[src/rtl/lpoff_pkg.sv]
// Package: shared state codes, register addresses and control-bit positions
// for the low-power off sequencer. The state code is exposed on a port, so
// its values are fixed.
package lpoff_pkg;

    typedef enum logic [2:0] {
        LP_ON       = 3'd0,
        LP_WAIT     = 3'd1,
        LP_MEMHOLD  = 3'd2,
        LP_COREKEEP = 3'd3,
        LP_COLD     = 3'd4,
        LP_WARM     = 3'd5
    } lp_state_e;

    localparam logic [1:0] ADDR_CTRL = 2'd0;
    localparam logic [1:0] ADDR_HOLD = 2'd1;
    localparam logic [1:0] ADDR_RET  = 2'd2;
    localparam logic [1:0] ADDR_IRQ  = 2'd3;

    localparam int CTL_REQ   = 0;
    localparam int CTL_WARM  = 1;
    localparam int CTL_PCLK  = 2;
    localparam int CTL_UOCLK = 3;
    localparam int CTL_DRM   = 4;

endpackage

[src/rtl/lpoff_cfg_regs.sv]
// Module: configuration registers and interrupt flag.
// Holds the request, warm-start and clock bits plus the two regulator masks.
// Assumes N_SW <= DATA_W and DATA_W > CTL_DRM. A reload (start state entry)
// returns every register to zero. The request bit also clears when the wait
// state ends. The flag is set by the sequencer and cleared by writing 1.
module lpoff_cfg_regs
    import lpoff_pkg::*;
#(
    parameter int N_SW   = 5,
    parameter int DATA_W = 8
) (
    input  logic              clk,
    input  logic              rst_n,
    input  logic              wr_en,
    input  logic [1:0]        wr_addr,
    input  logic [DATA_W-1:0] wr_data,
    input  logic              clr_req,
    input  logic              reload,
    input  logic              irq_set,
    output logic              req,
    output logic              warm_en,
    output logic              pclk_en,
    output logic              uo_clk,
    output logic              drm,
    output logic [N_SW-1:0]   hold_mask,
    output logic [N_SW-1:0]   ret_mask,
    output logic              irq
);

    logic wr_ctrl, wr_hold, wr_ret, wr_irq;
    logic unused_wr_bits;

    assign wr_ctrl = wr_en && (wr_addr == ADDR_CTRL);
    assign wr_hold = wr_en && (wr_addr == ADDR_HOLD);
    assign wr_ret  = wr_en && (wr_addr == ADDR_RET);
    assign wr_irq  = wr_en && (wr_addr == ADDR_IRQ) && wr_data[0];
    assign unused_wr_bits = ^wr_data;

    // Control bits: reload beats clear, clear beats a write.
    always_ff @(posedge clk) begin
        if (!rst_n || reload) begin
            req     <= 1'b0;
            warm_en <= 1'b0;
            pclk_en <= 1'b0;
            uo_clk  <= 1'b0;
            drm     <= 1'b0;
        end else begin
            if (wr_ctrl) begin
                warm_en <= wr_data[CTL_WARM];
                pclk_en <= wr_data[CTL_PCLK];
                uo_clk  <= wr_data[CTL_UOCLK];
                drm     <= wr_data[CTL_DRM];
            end
            if (clr_req)
                req <= 1'b0;
            else if (wr_ctrl)
                req <= wr_data[CTL_REQ];
        end
    end

    // Regulator retention masks for the two off states.
    always_ff @(posedge clk) begin
        if (!rst_n || reload) begin
            hold_mask <= '0;
            ret_mask  <= '0;
        end else begin
            if (wr_hold) hold_mask <= wr_data[N_SW-1:0];
            if (wr_ret)  ret_mask  <= wr_data[N_SW-1:0];
        end
    end

    // Interrupt flag: set wins over a same-cycle write-one clear.
    always_ff @(posedge clk) begin
        if (!rst_n)
            irq <= 1'b0;
        else if (irq_set)
            irq <= 1'b1;
        else if (wr_irq)
            irq <= 1'b0;
    end

    assert_req_clear_R5: assert property (@(posedge clk) disable iff (!rst_n)
        clr_req |=> !req);
    assert_irq_set_R9: assert property (@(posedge clk) disable iff (!rst_n)
        irq_set |=> irq);
    assert_irq_w1c_R12: assert property (@(posedge clk) disable iff (!rst_n)
        (wr_irq && !irq_set) |=> !irq);
    assert_irq_hold_R12: assert property (@(posedge clk) disable iff (!rst_n)
        (!irq_set && !wr_irq) |=> (irq == $past(irq)));

endmodule

[src/rtl/lpoff_wait_timer.sv]
// Module: grace-period timer for the wait state.
// Counts 32 kHz tick pulses while run is high and raises expire in the cycle
// that carries the WAIT_TICKS-th tick. The count is cleared whenever run is
// low. Assumes WAIT_TICKS >= 1.
module lpoff_wait_timer #(
    parameter int WAIT_TICKS = 64
) (
    input  logic clk,
    input  logic rst_n,
    input  logic run,
    input  logic tick,
    output logic expire
);

    localparam int CNT_W = $clog2(WAIT_TICKS + 1);
    localparam logic [CNT_W-1:0] LAST = CNT_W'(WAIT_TICKS - 1);

    logic [CNT_W-1:0] cnt;

    assign expire = run && tick && (cnt == LAST);

    // Tick counter, held at zero outside the wait state.
    always_ff @(posedge clk) begin
        if (!rst_n || !run)
            cnt <= '0;
        else if (tick && !expire)
            cnt <= cnt + 1'b1;
    end

    assert_tick_only_R4: assert property (@(posedge clk) disable iff (!rst_n)
        (run && !tick) |=> (!run || (cnt == $past(cnt))));
    assert_expire_in_run_R4: assert property (@(posedge clk) disable iff (!rst_n)
        expire |-> run);

endmodule

[src/rtl/lpoff_fsm.sv]
// Module: sequencer state register and transition logic.
// Moves through on -> wait -> (memory hold | core retention) -> start -> on.
// When a start state is entered it also records which regulators were alive,
// so they stay on through the start cycle. Assumes turn_on is already a
// synchronized single-cycle pulse.
module lpoff_fsm
    import lpoff_pkg::*;
#(
    parameter int N_SW = 5
) (
    input  logic            clk,
    input  logic            rst_n,
    input  logic            req,
    input  logic            warm_en,
    input  logic            wdog_ok,
    input  logic            expire,
    input  logic            turn_on,
    input  logic [N_SW-1:0] hold_mask,
    input  logic [N_SW-1:0] ret_mask,
    output lp_state_e       state,
    output logic            in_wait,
    output logic            leave_wait,
    output logic            start,
    output logic            irq_set,
    output logic [N_SW-1:0] keep_mask
);

    lp_state_e state_n;
    logic      in_off;

    // Next-state selection.
    always_comb begin
        state_n = state;
        case (state)
            LP_ON:       if (!wdog_ok) state_n = LP_COLD;
                         else if (req) state_n = LP_WAIT;
            LP_WAIT:     if (expire)   state_n = warm_en ? LP_COREKEEP : LP_MEMHOLD;
            LP_MEMHOLD:  if (turn_on)  state_n = LP_COLD;
            LP_COREKEEP: if (turn_on)  state_n = LP_WARM;
            LP_COLD:     state_n = LP_ON;
            LP_WARM:     state_n = LP_ON;
            default:     state_n = LP_ON;
        endcase
    end

    assign in_wait    = (state == LP_WAIT);
    assign in_off     = (state == LP_MEMHOLD) || (state == LP_COREKEEP);
    assign leave_wait = in_wait && expire;
    assign start      = (state_n == LP_COLD) || (state_n == LP_WARM);
    assign irq_set    = (state == LP_MEMHOLD) && turn_on;

    // State register.
    always_ff @(posedge clk) begin
        if (!rst_n) state <= LP_ON;
        else        state <= state_n;
    end

    // Snapshot of the regulators to keep alive through the start cycle.
    always_ff @(posedge clk) begin
        if (!rst_n)
            keep_mask <= '1;
        else if (start)
            keep_mask <= (state == LP_MEMHOLD)  ? hold_mask :
                         (state == LP_COREKEEP) ? ret_mask  : '1;
    end

    assert_enter_wait_R2: assert property (@(posedge clk) disable iff (!rst_n)
        (state == LP_ON && req && wdog_ok) |=> (state == LP_WAIT));
    assert_wait_holds_R3: assert property (@(posedge clk) disable iff (!rst_n)
        (state == LP_WAIT && !expire) |=> (state == LP_WAIT));
    assert_to_corekeep_R4: assert property (@(posedge clk) disable iff (!rst_n)
        (state == LP_WAIT && expire && warm_en) |=> (state == LP_COREKEEP));
    assert_to_memhold_R4: assert property (@(posedge clk) disable iff (!rst_n)
        (state == LP_WAIT && expire && !warm_en) |=> (state == LP_MEMHOLD));
    assert_off_idle_R11: assert property (@(posedge clk) disable iff (!rst_n)
        (in_off && !turn_on) |=> $stable(state));
    assert_cold_exit_R9: assert property (@(posedge clk) disable iff (!rst_n)
        (state == LP_MEMHOLD && turn_on) |=> (state == LP_COLD));
    assert_warm_exit_R10: assert property (@(posedge clk) disable iff (!rst_n)
        (state == LP_COREKEEP && turn_on) |=> (state == LP_WARM));
    assert_start_short_R10: assert property (@(posedge clk) disable iff (!rst_n)
        (state == LP_COLD || state == LP_WARM) |=> (state == LP_ON));

endmodule

[src/rtl/lpoff_out_decode.sv]
// Module: maps the state and configuration onto resets, clock enables and
// regulator enables. Purely combinational. Off and start states force the
// linear regulators low.
module lpoff_out_decode
    import lpoff_pkg::*;
#(
    parameter int N_SW  = 5,
    parameter int N_LDO = 4
) (
    input  lp_state_e        state,
    input  logic             pclk_en,
    input  logic             uo_clk,
    input  logic             drm,
    input  logic [N_SW-1:0]  hold_mask,
    input  logic [N_SW-1:0]  ret_mask,
    input  logic [N_SW-1:0]  keep_mask,
    output logic             sys_rst_n,
    output logic             cpu_rst_n,
    output logic             clk32_per_en,
    output logic             clk32_cpu_en,
    output logic [N_SW-1:0]  sw_en,
    output logic [N_LDO-1:0] ldo_en
);

    // Output levels per state; fully on and wait share the default.
    always_comb begin
        sys_rst_n    = 1'b1;
        cpu_rst_n    = 1'b1;
        clk32_per_en = 1'b1;
        clk32_cpu_en = 1'b1;
        sw_en        = '1;
        ldo_en       = '1;
        case (state)
            LP_MEMHOLD: begin
                sys_rst_n    = 1'b0;
                cpu_rst_n    = 1'b0;
                clk32_per_en = 1'b0;
                clk32_cpu_en = drm;
                sw_en        = hold_mask;
                ldo_en       = '0;
            end
            LP_COREKEEP: begin
                sys_rst_n    = 1'b0;
                clk32_per_en = 1'b0;
                clk32_cpu_en = (pclk_en && uo_clk) || drm;
                sw_en        = ret_mask;
                ldo_en       = '0;
            end
            LP_COLD: begin
                sys_rst_n    = 1'b0;
                cpu_rst_n    = 1'b0;
                clk32_per_en = 1'b0;
                clk32_cpu_en = 1'b0;
                sw_en        = keep_mask;
                ldo_en       = '0;
            end
            LP_WARM: begin
                sys_rst_n    = 1'b0;
                clk32_per_en = 1'b0;
                sw_en        = keep_mask;
                ldo_en       = '0;
            end
            default: ;
        endcase
    end

endmodule

[src/rtl/lpoff_seq.sv]
// Module: top of the low-power off sequencer.
// Connects the register block, the wait timer, the state machine and the
// output decoder. Assumes all inputs are synchronous to clk and that
// tick_32k and turn_on are single-cycle pulses.
module lpoff_seq
    import lpoff_pkg::*;
#(
    parameter int N_SW       = 5,
    parameter int N_LDO      = 4,
    parameter int DATA_W     = 8,
    parameter int WAIT_TICKS = 64
) (
    input  logic              clk,
    input  logic              rst_n,
    input  logic              wr_en,
    input  logic [1:0]        wr_addr,
    input  logic [DATA_W-1:0] wr_data,
    input  logic              wdog_ok,
    input  logic              tick_32k,
    input  logic              turn_on,
    output logic              sys_rst_n,
    output logic              cpu_rst_n,
    output logic              clk32_per_en,
    output logic              clk32_cpu_en,
    output logic [N_SW-1:0]   sw_en,
    output logic [N_LDO-1:0]  ldo_en,
    output logic [2:0]        state_o,
    output logic              memhold_irq
);

    lp_state_e       state;
    logic            req, warm_en, pclk_en, uo_clk, drm;
    logic [N_SW-1:0] hold_mask, ret_mask, keep_mask;
    logic            in_wait, leave_wait, start, irq_set, expire;

    lpoff_cfg_regs #(.N_SW(N_SW), .DATA_W(DATA_W)) u_regs (
        .clk(clk), .rst_n(rst_n), .wr_en(wr_en), .wr_addr(wr_addr),
        .wr_data(wr_data), .clr_req(leave_wait), .reload(start),
        .irq_set(irq_set), .req(req), .warm_en(warm_en), .pclk_en(pclk_en),
        .uo_clk(uo_clk), .drm(drm), .hold_mask(hold_mask),
        .ret_mask(ret_mask), .irq(memhold_irq)
    );

    lpoff_wait_timer #(.WAIT_TICKS(WAIT_TICKS)) u_timer (
        .clk(clk), .rst_n(rst_n), .run(in_wait), .tick(tick_32k),
        .expire(expire)
    );

    lpoff_fsm #(.N_SW(N_SW)) u_fsm (
        .clk(clk), .rst_n(rst_n), .req(req), .warm_en(warm_en),
        .wdog_ok(wdog_ok), .expire(expire), .turn_on(turn_on),
        .hold_mask(hold_mask), .ret_mask(ret_mask), .state(state),
        .in_wait(in_wait), .leave_wait(leave_wait), .start(start),
        .irq_set(irq_set), .keep_mask(keep_mask)
    );

    lpoff_out_decode #(.N_SW(N_SW), .N_LDO(N_LDO)) u_dec (
        .state(state), .pclk_en(pclk_en), .uo_clk(uo_clk), .drm(drm),
        .hold_mask(hold_mask), .ret_mask(ret_mask), .keep_mask(keep_mask),
        .sys_rst_n(sys_rst_n), .cpu_rst_n(cpu_rst_n),
        .clk32_per_en(clk32_per_en), .clk32_cpu_en(clk32_cpu_en),
        .sw_en(sw_en), .ldo_en(ldo_en)
    );

    assign state_o = state;

    assert_start_keeps_sw_R9: assert property (@(posedge clk) disable iff (!rst_n)
        (state == LP_MEMHOLD && turn_on) |=> (sw_en == $past(hold_mask)));
    assert_warm_keeps_sw_R10: assert property (@(posedge clk) disable iff (!rst_n)
        (state == LP_COREKEEP && turn_on) |=> (sw_en == $past(ret_mask) && cpu_rst_n));

endmodule

[config.mk]
export PLATFORM = sky130hd
export DESIGN_NAME = lpoff_seq
export DESIGN_NICKNAME = d
export VERILOG_FILES = /design/src/rtl/lpoff_pkg.sv /design/src/rtl/lpoff_cfg_regs.sv /design/src/rtl/lpoff_wait_timer.sv /design/src/rtl/lpoff_fsm.sv /design/src/rtl/lpoff_out_decode.sv /design/src/rtl/lpoff_seq.sv
export SDC_FILE = /design/constraint.sdc
export NUM_CORES = 1
export LEC_CHECK = 0
export BUFFER_PORTS_ARGS = -buffer_cell sky130_fd_sc_hd__buf_2
export CAP_MARGIN = 20
export CORE_MARGIN = 5
export CORE_UTILIZATION = 55
export CTS_CLUSTER_DIAMETER = 100
export DETAILED_ROUTE_END_ITERATION = 7
export PLACE_DENSITY = 0.81
export SYNTH_ARGS = -nofsm -noshare
export SYNTH_HDL_FRONTEND = slang
export SYNTH_SLANG_ARGS = --single-unit
[constraint.sdc]
create_clock -name clk -period 2.75 [get_ports clk]
set_clock_uncertainty 0.15 [all_clocks]
set_input_delay 0.55 -clock clk [delete_from_list [all_inputs] [get_ports clk]]
set_output_delay 0.55 -clock clk [all_outputs]
set_load 0.1 [all_outputs]
==> run summary <==
Outcome: complete, no violations
Final slew viol count: 0
Critical path's slowest cell: dfxtp_4
Root Buffer: clkbuf_4
Multi-input gate area: 764 sq um
CP bufs+invs: 2
Vias in the first global route: 1123
Seq pwr share: 55.2%
Hold Path Class: in2reg
Period minus WS final: 2.46 ns
Drt total wl: 3010 um
Input/output buffers: 29
Kind of cell adding the most delay to the critical path: simple AND/OR/NAND/NOR gates
Hold Path Origin: rst_n
Vias per cell: 5.69
Pre-antenna DRT Iters: 5
Clk slew on worst S/H paths: 0.09 ns
Critical Path Start Type: flop
Die height: 61.5 um
Vias: 1184
Comb pwr share: 14.9%
Die W: 61.5 um
Fraction of layout cells with a size suffix above 1: 27.5%
DR DRC count: 0
Critical path class: reg2out
Layout area overhead: 12.6%
GRT Total Usage: 17.7%
Sequential share of the synthesized area: 42.6%
Final period utilization: 89.4%
Post-CTS Setup Bufs: 0
Clock buffer depth: 2
Setup TNS: 0 ns
CTS resizes: 0
Slew @ Worst Pin: 0.719 ns
Initial core utilization: 58.3%
RSZ-0062 raised after global routing: false
Number of buffers created by CTS: 5
Leak: 0.679 nW
Diode count: 0
Ys async rst share: 0%
Peak VDD IR: 0.000431 V
Reg area: 627 sq um
Grt total ovfl: 0
XOR/XNOR Fraction of Synth Area: 1.20%
Sw power: 0.000250 W
Fmax: 407 MHz
# setup viols final: 0
Net Sw Frac: 30.2%
Starting DRT DRC Count: 48
Crit path max fanout: 11
Final Hold Vio Count: 0
Crit-path cells: inv_1 > nand2_1 > nor2b_4 > or2_2 > buf_2
CTS H-tree lvls: 2
Reg2reg start: u_timer.cnt[0]
Total Nets Final: 194
Total power: 0.000830 W
WP data arrival: 1.76 ns
Mapped Cells: 151
Crit path required time: 2.05 ns
I/O pin cnt: 33
Pin count of the biggest net entering global routing: 16
Initial antenna violation count: 0
Drt wl/cell: 14.5 um
Max_cap viols: 0
Die Footprint: 3780 sq um
Clock power frac: 29.9%
Syn nets: 168
Routed Antenna Nets: 0
Mean Syn Cell Area: 9.65 sq um
Layout fillers: 217
Synth Cell Area: 1460 sq um
Post-synthesis adder-cell area fraction: 0.858%
First-pass GRT wire length: 4860 um
Crit path capture type: primary output
Post-Synth Simple-Gate Area: 21.8%
Synthesis Warnings: 0
# clock sinks: 31
# hold bufs at CTS: 0
Routability congestion estimate: 0.788
Main synth FF type: dfxtp_1
Post-synthesis compound-gate area fraction: 9.44%
Int Pwr: 0.000580 W
CTS tree: done
Clock Latency Late Sink: 0.33 ns
Worst Setup SP: u_fsm.state[1]
Seq cells post-synth: 31
Largest family of logic cells by synthesized area: simple AND/OR/NAND/NOR gates
Core Region: 2500 sq um
Number of flops mapped to enable cells by yosys: 0
Row cnt: 18
CP max stage delay: 0.41 ns
Max-slew headroom: 51.7%
Netlist cell types: 40
Post-synthesis mux area share: 17.9%
Power density cells: 505 nW/um^2
Final HPWL DP: 2210 um
[cell usage after synthesis, types with 2 or more instances]
library cell / count / area (sq um)
buf_4: 6 / 45.0
a21oi_1: 2 / 10.0
nor3_1: 3 / 15.0
mux2i_1: 26 / 260
nand3b_1: 2 / 15.0
o21ai_0: 3 / 15.0
nor2_1: 17 / 63.8
clkbuf_1: 2 / 7.51
inv_1: 2 / 7.51
nand2_1: 15 / 56.3
a31oi_1: 5 / 31.3
dfxtp_1: 31 / 621
nand4_1: 3 / 18.8
nor2b_1: 3 / 18.8
o21a_1: 5 / 37.5
nand2b_1: 2 / 12.5
[layout make-up]
type                       count  share of cell area (%)
tap                           30                    2.29
clock inverter                 3                   0.915
timing repair buffer          30                    9.30
clock buffer                   5                    2.29
multi-input combinational    107                    46.6
sequential                    31                    38.2
inverter                       2                   0.457
[routing by layer]
| layer | up-vias | part of all wire, % | global-route usage (%) | routed length, um |
|---|---|---|---|---|
| met3 | 2 | 8.6 | 6.29 | 258 |
| met5 | - | 0 | 0 | 0 |
| met1 | 552 | 42 | 21.7 | 1270 |
| met2 | 47 | 49 | 28.8 | 1470 |
| met4 | 0 | 0.20 | 6.06 | 6 |
| li1 | 583 | - | - | - |
[metrics by stage]
| stage | worst slack, ns | hold WS (ns) | cell area, sq um | cells | util (%) |
|---|---|---|---|---|---|
| 2_1_floorplan | -0.140 | 0.291 | 1480 | 151 | - |
| 3_3_place_gp | 0.660 | 0.304 | 1590 | 200 | 63.6 |
| 3_5_place_dp | 0.639 | 0.313 | 1590 | 200 | 63.6 |
| 4_1_cts | 0.266 | 0.310 | 1640 | 208 | 65.7 |
| 5_1_grt | 0.138 | 0.317 | 1640 | 208 | 65.7 |
| 6_report | 0.293 | 0.326 | 1640 | 208 | 65.7 |
[state kept, by name (all words and copies together) (netlist names), 3 cells and up]
name,count
u_regs.ret_mask,5
u_regs.hold_mask,5
u_timer.cnt,7
u_fsm.state,3
u_fsm.keep_mask,5
[power groups by stage]
stage / combinational [W] / sequential, W / clock (W)
CTS: 0.000124 / 0.000458 / 0.000260
global placement: 0.000122 / 0.000468 / 0
global route: 0.000130 / 0.000459 / 0.000283
finish: 0.000123 / 0.000458 / 0.000248
detailed placement: 0.000124 / 0.000469 / 0
floorplan: 0.0000998 / 0.000474 / 0
[cell usage in the layout (no fill, tap or decap), types with 3 or more instances in the layout]
master,synthesis,final
dfxtp_1,31,28
clkbuf_4,0,5
a31oi_1,5,5
nor3_1,3,3
mux2i_1,26,26
clkinv_2,0,3
nand2_1,15,15
buf_2,1,29
o21ai_0,3,3
o21a_1,5,5
nand4_1,3,3
nor2_1,17,17
[final timing paths]
| kind | end | slack [ns] | cells after the start |
|---|---|---|---|
| worst max-delay path | cpu_rst_n | 0.29 | 5 |
| worst min-delay path | u_fsm.keep_mask[0] | 0.33 | 2 |
| worst max register to register | u_timer.cnt[5] | 0.79 | 5 |
| worst min register to register | u_fsm.keep_mask[1] | 0.34 | 2 |
[worst register-to-register path: cells and delay by family, from the launching register on]
| kind | cells | cell delay, ns |
|---|---|---|
| adder cells (fa/ha/maj) | 1 | 0.18 |
| flip-flops | 1 | 0.39 |
| multiplexers | 1 | 0.19 |
| AND/OR/NAND/NOR | 3 | 0.99 |
[kinds of logic (layout without fill, tap and decap cells)]
kind of cell / after synthesis / count (layout)
buf+inv: 13 / 40
fa+ha+maj: 1 / 1
simple gates: 59 / 59
mux: 26 / 26
compound gates: 19 / 19
flops: 31 / 31
xor+xnor: 2 / 2
(Power assumes the default switching activity.)
